<file path="src/rtl/dpe_pkg.sv">
package dpe_pkg;
  typedef enum logic [1:0] {
    ROLL_NONE   = 2'b00,
    ROLL_SKIP   = 2'b01,
    ROLL_REPEAT = 2'b10
  } roll_e;

  localparam int CI_OFFSET = 0;
  localparam int CI_RATE   = 1;
  localparam int CI_CURV   = 2;
  localparam int CI_COUNT  = 3;
endpackage

</file>
<file path="src/rtl/dpe_coef_bank.sv">
module dpe_coef_bank #(
  parameter int COEF_W   = 32,
  parameter int NUM_COEF = 3,
  parameter int SEL_W    = 2
) (
  input  logic                              clk,
  input  logic                              rst,
  input  logic                              wr_en,
  input  logic [SEL_W-1:0]                  wr_sel,
  input  logic [COEF_W-1:0]                 wr_data,
  input  logic                              load,
  output logic [NUM_COEF-1:0][COEF_W-1:0]   shadow_o,
  output logic [NUM_COEF-1:0][COEF_W-1:0]   active_o
);
  for (genvar g = 0; g < NUM_COEF; g++) begin : g_coef
    logic [COEF_W-1:0] shadow_q;
    logic [COEF_W-1:0] active_q;

    always_ff @(posedge clk) begin
      if (rst) begin
        shadow_q <= '0;
        active_q <= '0;
      end else begin
        if (wr_en && (wr_sel == SEL_W'(g))) shadow_q <= wr_data;
        if (load) active_q <= shadow_q;
      end
    end

    assign shadow_o[g] = shadow_q;
    assign active_o[g] = active_q;
  end
endmodule

</file>
<file path="src/rtl/dpe_accum.sv">
module dpe_accum #(
  parameter int COEF_W  = 32,
  parameter int FRAC_W  = 16,
  parameter int PHASE_W = 8,
  localparam int KEEP_W = COEF_W - FRAC_W + PHASE_W
) (
  input  logic              clk,
  input  logic              rst,
  input  logic              load,
  input  logic              step,
  input  logic [COEF_W-1:0] d0_ld,
  input  logic [COEF_W-1:0] rate_ld,
  input  logic [COEF_W-1:0] rate_run,
  output logic              s1_vld,
  output logic              s1_first,
  output logic [KEEP_W-1:0] s1_val
);
  logic [COEF_W-1:0] acc_q;
  logic              first_pend_q;
  logic [COEF_W-1:0] base;
  logic [COEF_W-1:0] rate_use;

  always_comb begin
    base     = load ? d0_ld   : acc_q;
    rate_use = load ? rate_ld : rate_run;
  end

  always_ff @(posedge clk) begin
    if (rst) begin
      acc_q        <= '0;
      first_pend_q <= 1'b1;
      s1_vld       <= 1'b0;
      s1_first     <= 1'b0;
      s1_val       <= '0;
    end else begin
      s1_vld <= step;
      if (step) begin
        s1_val       <= base[COEF_W-1:FRAC_W-PHASE_W];
        s1_first     <= load | first_pend_q;
        acc_q        <= base + rate_use;
        first_pend_q <= 1'b0;
      end else if (load) begin
        acc_q        <= d0_ld;
        first_pend_q <= 1'b1;
      end
    end
  end
endmodule

</file>
<file path="src/rtl/dpe_split.sv">
module dpe_split import dpe_pkg::*; #(
  parameter int COEF_W  = 32,
  parameter int FRAC_W  = 16,
  parameter int PHASE_W = 8,
  localparam int INT_W  = COEF_W - FRAC_W,
  localparam int KEEP_W = INT_W + PHASE_W
) (
  input  logic               clk,
  input  logic               rst,
  input  logic               s1_vld,
  input  logic               s1_first,
  input  logic [KEEP_W-1:0]  s1_val,
  output logic               out_vld,
  output logic [INT_W-1:0]   out_int,
  output logic [PHASE_W-1:0] out_frac,
  output logic [1:0]         out_roll
);
  logic [INT_W-1:0] prev_int_q;
  logic [INT_W-1:0] cur_int;
  logic [INT_W-1:0] diff;
  roll_e            roll_nx;

  always_comb begin
    cur_int = s1_val[KEEP_W-1:PHASE_W];
    diff    = cur_int - prev_int_q;
    roll_nx = ROLL_NONE;
    if (s1_vld && !s1_first && (diff != '0))
      roll_nx = diff[INT_W-1] ? ROLL_REPEAT : ROLL_SKIP;
  end

  always_ff @(posedge clk) begin
    if (rst) begin
      out_vld    <= 1'b0;
      out_int    <= '0;
      out_frac   <= '0;
      out_roll   <= ROLL_NONE;
      prev_int_q <= '0;
    end else begin
      out_vld  <= s1_vld;
      out_roll <= roll_nx;
      if (s1_vld) begin
        out_int    <= cur_int;
        out_frac   <= s1_val[PHASE_W-1:0];
        prev_int_q <= cur_int;
      end
    end
  end
endmodule

</file>
<file path="src/rtl/dly_poly_eval.sv">
module dly_poly_eval import dpe_pkg::*; #(
  parameter int COEF_W  = 32,
  parameter int FRAC_W  = 16,
  parameter int PHASE_W = 8,
  parameter int SEL_W   = 2
) (
  input  logic                      clk,
  input  logic                      rst,
  input  logic                      cfg_we,
  input  logic [SEL_W-1:0]          cfg_sel,
  input  logic [COEF_W-1:0]         cfg_wdata,
  input  logic                      integ_start,
  input  logic                      frame_step,
  output logic                      out_vld,
  output logic [COEF_W-FRAC_W-1:0]  out_int,
  output logic [PHASE_W-1:0]        out_frac,
  output logic [1:0]                out_roll
);
  localparam int INT_W  = COEF_W - FRAC_W;
  localparam int KEEP_W = INT_W + PHASE_W;

  logic [CI_COUNT-1:0][COEF_W-1:0] coef_sh;
  logic [CI_COUNT-1:0][COEF_W-1:0] coef_act;
  logic                            s1_vld;
  logic                            s1_first;
  logic [KEEP_W-1:0]               s1_val;

  dpe_coef_bank #(
    .COEF_W  (COEF_W),
    .NUM_COEF(CI_COUNT),
    .SEL_W   (SEL_W)
  ) u_bank (
    .clk     (clk),
    .rst     (rst),
    .wr_en   (cfg_we),
    .wr_sel  (cfg_sel),
    .wr_data (cfg_wdata),
    .load    (integ_start),
    .shadow_o(coef_sh),
    .active_o(coef_act)
  );

  dpe_accum #(
    .COEF_W (COEF_W),
    .FRAC_W (FRAC_W),
    .PHASE_W(PHASE_W)
  ) u_accum (
    .clk     (clk),
    .rst     (rst),
    .load    (integ_start),
    .step    (frame_step),
    .d0_ld   (coef_sh[CI_OFFSET]),
    .rate_ld (coef_sh[CI_RATE]),
    .rate_run(coef_act[CI_RATE]),
    .s1_vld  (s1_vld),
    .s1_first(s1_first),
    .s1_val  (s1_val)
  );

  dpe_split #(
    .COEF_W (COEF_W),
    .FRAC_W (FRAC_W),
    .PHASE_W(PHASE_W)
  ) u_split (
    .clk     (clk),
    .rst     (rst),
    .s1_vld  (s1_vld),
    .s1_first(s1_first),
    .s1_val  (s1_val),
    .out_vld (out_vld),
    .out_int (out_int),
    .out_frac(out_frac),
    .out_roll(out_roll)
  );
endmodule

</file>
<file path="config.mk">
export PLATFORM = sky130hd
export DESIGN_NAME = dly_poly_eval
export DESIGN_NICKNAME = d
export VERILOG_FILES = /design/src/rtl/dpe_pkg.sv /design/src/rtl/dpe_coef_bank.sv /design/src/rtl/dpe_accum.sv /design/src/rtl/dpe_split.sv /design/src/rtl/dly_poly_eval.sv
export SDC_FILE = /design/constraint.sdc
export NUM_CORES = 1
export LEC_CHECK = 0
export ABC_CLOCK_PERIOD_IN_PS = 3100
export BUFFER_PORTS_ARGS = -buffer_cell sky130_fd_sc_hd__buf_2
export CAP_MARGIN = 20
export CORE_UTILIZATION = 57
export DETAILED_ROUTE_END_ITERATION = 7
export PLACE_DENSITY_LB_ADDON = 0.2
export SETUP_SLACK_MARGIN = 0.3
export SLEW_MARGIN = 30
export SYNTH_ARGS = -nofsm -noshare
export SYNTH_HDL_FRONTEND = slang
export SYNTH_HIERARCHICAL = 1
export SYNTH_SLANG_ARGS = --single-unit
</file>
<file path="constraint.sdc">
create_clock -name clk -period 3.1 [get_ports clk]
set_input_delay 0.31 -clock clk [delete_from_list [all_inputs] [get_ports clk]]
set_output_delay 0.31 -clock clk [all_outputs]
set_load 0.02 [all_outputs]
</file>
==> flow_summary.json <==
{
  "p_leak_nw": 5.08,
  "crit_path_end_kind": "flip-flop",
  "antenna_found_initial": 0,
  "grt_pass1_vias": 7442,
  "clkPwrFrac_pct": 39.9,
  "r2r_slack_ns": 0.35,
  "htreeDepth": 4,
  "coreArea_mm2": 0.0172,
  "synth_area_mm2": 0.0100,
  "path_class": "flip-flop to flip-flop",
  "powerDensity_mw_per_mm2": 463,
  "io_pins": 66,
  "rsz0062_at_grt": "true",
  "p_int_w": 0.00392,
  "ir_worst_vdd_mv": 0.377,
  "io_buffers": 65,
  "worstPathArrival_ns": 3.07,
  "post-route-util_pct": 67.0,
  "dp_cells": 1353,
  "first_iter_violations": 489,
  "worstSetupStartpointType": "flip-flop",
  "path_max_fanout": 4,
  "finalNetCount": 1239,
  "crit_path_end": "u_accum/acc_q[28]$_SDFF_PP0_",
  "gp_congestion": 0.953,
  "fin_crit_sh_pct": 88.6,
  "hold_ws_ns": 0.156,
  "yosysWarnings": 6,
  "ant_nets": 0,
  "overflow": 0,
  "grt_pass1_wl_mm": 36.2,
  "die_w_um": 135,
  "worst_pin_slew_ns": 0.725,
  "hold_class": "input port to flip-flop",
  "track_usage_pct": 24.9,
  "period_needed_ns": 2.75,
  "vias_per_cell": 5.68,
  "numCtsBuffers": 17,
  "syn_avg_cell_area_um2": 9.32,
  "clock-sinks": 182,
  "setup_viol_count_final": 0,
  "cts.hold.buffers_added": 0,
  "fmax_mhz": 364,
  "finalHoldViolCount": 0,
  "drt_first_pass_iters": 5,
  "swShare_pct": 26.7,
  "drv_cap": 0,
  "pwr-share-seq_pct": 46.3,
  "cts-root-buf": "clkbuf_16",
  "pre_cts_ws_ns": -0.108,
  "skew_ns": 0.0116,
  "num_vias": 7894,
  "placementRows": 48,
  "die_area_mm2": 0.0182,
  "reg2reg_depth": 11,
  "fin_ws_ns": 0.353,
  "drcViolationCount": 0,
  "slew_viol_final": 0,
  "relSlewSlack_pct": 51.6,
  "status": "complete, no violations",
  "synthCells": 1078,
  "start_util_pct": 58.3,
  "crit_required_ns": 3.42,
  "insertedDiodeCount": 0,
  "grt_max_degree": 98,
  "clkTransAtPathRegs_ns": 0.07,
  "cts_buffer_depth": 2,
  "cts_tree": "built",
  "dp_hpwl_mm": 15.6,
  "syn_nets": 1165,
  "critPathLaunch": "u_bank/g_coef[0].shadow_q[0]$_SDFFE_PP0P_",
  "instances_no_fill": 1390,
  "avgRoutedWirePerCell_um": 15.9,
  "layout-drive-gt1-share_pct": 20.8,
  "area_growth_pct": 14.9,
  "fp.dieH_um": 135,
  "rr_endpoint": "u_accum/acc_q[28]$_SDFF_PP0_",
  "comb_power_share_pct": 13.9,
  "p_sw_w": 0.00143,
  "reg2reg_from": "u_bank/g_coef[0].shadow_q[0]$_SDFFE_PP0P_",
  "drt_wl_total_mm": 22.1,
  "setup_tns_ns": 0,
  "clock_latency_ns": 0.43
}
==> per-layer routing <==
metal  track usage (%)  part of all wire [%]  vias to the layer above
met5                 0                     0                        -
met4              8.55                   2.1                        0
met3              4.54                   3.7                       39
met2              40.7                    46                      165
met1              33.0                    48                     3750
li1                  -                     -                     3940
==> layout by cell type, fill, tap and decap left out, types with 14 or more instances in the layout <==
master and n:
buf_2 63, inv_1 43, a21oi_1 36, ha_1 41, o21ai_0 22, buf_4 53
mux2_2 47, nand2b_1 102, nand2_1 32, xnor2_1 20, o22ai_1 14, nor2_1 122
a211oi_1 33, mux2i_1 145, clkbuf_16 17, dfxtp_1 180
==> critical path: stages, from the launching register on <==
cell and delay [ns]:
dfxtp_1 0.32, mux2_4 0.28, ha_4 0.17, fa_2 0.34, a21o_1 0.18, a221o_2 0.40
a21oi_2 0.19, o211ai_1 0.11, buf_4 0.17, a31oi_4 0.19, nor4b_1 0.07, a211o_1 0.23
==> flip-flops by register name (all words and copies together) (netlist names) <==
signal and cells:
u_accum/s1_val 24, u_split/out_roll 2, u_accum/s1_vld 1, u_split/out_frac 8, u_split/prev_int_q 16, u_accum/first_pend_q 1, u_bank/g_coef.active_q 32, u_split/out_vld 1
u_accum/s1_first 1, u_bank/g_coef.shadow_q 64, u_accum/acc_q 32
==> cell type report <==
cell class              instances  area [um^2]
multi-input cells             786         6040
fillers                      1406         5690
flip-flops and latches        182         3650
repair buffers                122          833
clock buffers                  19          443
well taps                     225          282
inverters                      43          161
clock inverters                13          135
==> power by group through the flow <==
stage               Combinational [W]  Clock, W  Sequential [W]
floorplan                    0.000558         0         0.00251
global placement             0.000713         0         0.00252
detailed placement           0.000723         0         0.00252
CTS                          0.000730   0.00217         0.00247
global route                 0.000811   0.00227         0.00248
finish                       0.000741   0.00213         0.00247
==> worst min-delay path by stage <==
stage,startpoint,cells past startpoint,slack [ns],endpoint
global placement,u_bank/g_coef[0].shadow_q[1]$_SDFFE_PP0P_,2,0.46,u_bank/g_coef[0].shadow_q[1]$_SDFFE_PP0P_
finish,cfg_wdata[7],3,0.16,u_bank/g_coef[1].shadow_q[7]$_SDFFE_PP0P_
detailed placement,u_bank/g_coef[0].shadow_q[3]$_SDFFE_PP0P_,2,0.47,u_bank/g_coef[0].shadow_q[3]$_SDFFE_PP0P_
CTS,cfg_wdata[2],3,0.14,u_bank/g_coef[0].shadow_q[2]$_SDFFE_PP0P_
floorplan,u_bank/g_coef[0].shadow_q[20]$_SDFFE_PP0P_,2,0.44,u_bank/g_coef[0].shadow_q[20]$_SDFFE_PP0P_
global route,cfg_wdata[8],3,0.16,u_bank/g_coef[1].shadow_q[8]$_SDFFE_PP0P_
==> timing repair <==
action,4_1_cts,5_1_grt
pin swaps,5,12
setup buffers,1,4
resized for setup,2,13
endpoints found under the setup margin,3,10
==> stage by stage <==
stage / power (W) / cell area, um^2
after global routing: 0.00556 / 11500
after global placement: 0.00323 / 10800
after detailed placement: 0.00325 / 10800
after CTS: 0.00538 / 11400
after floorplan: 0.00307 / 10200
final: 0.00534 / 11500
No activity file was read; power rests on OpenSTA's default activity.
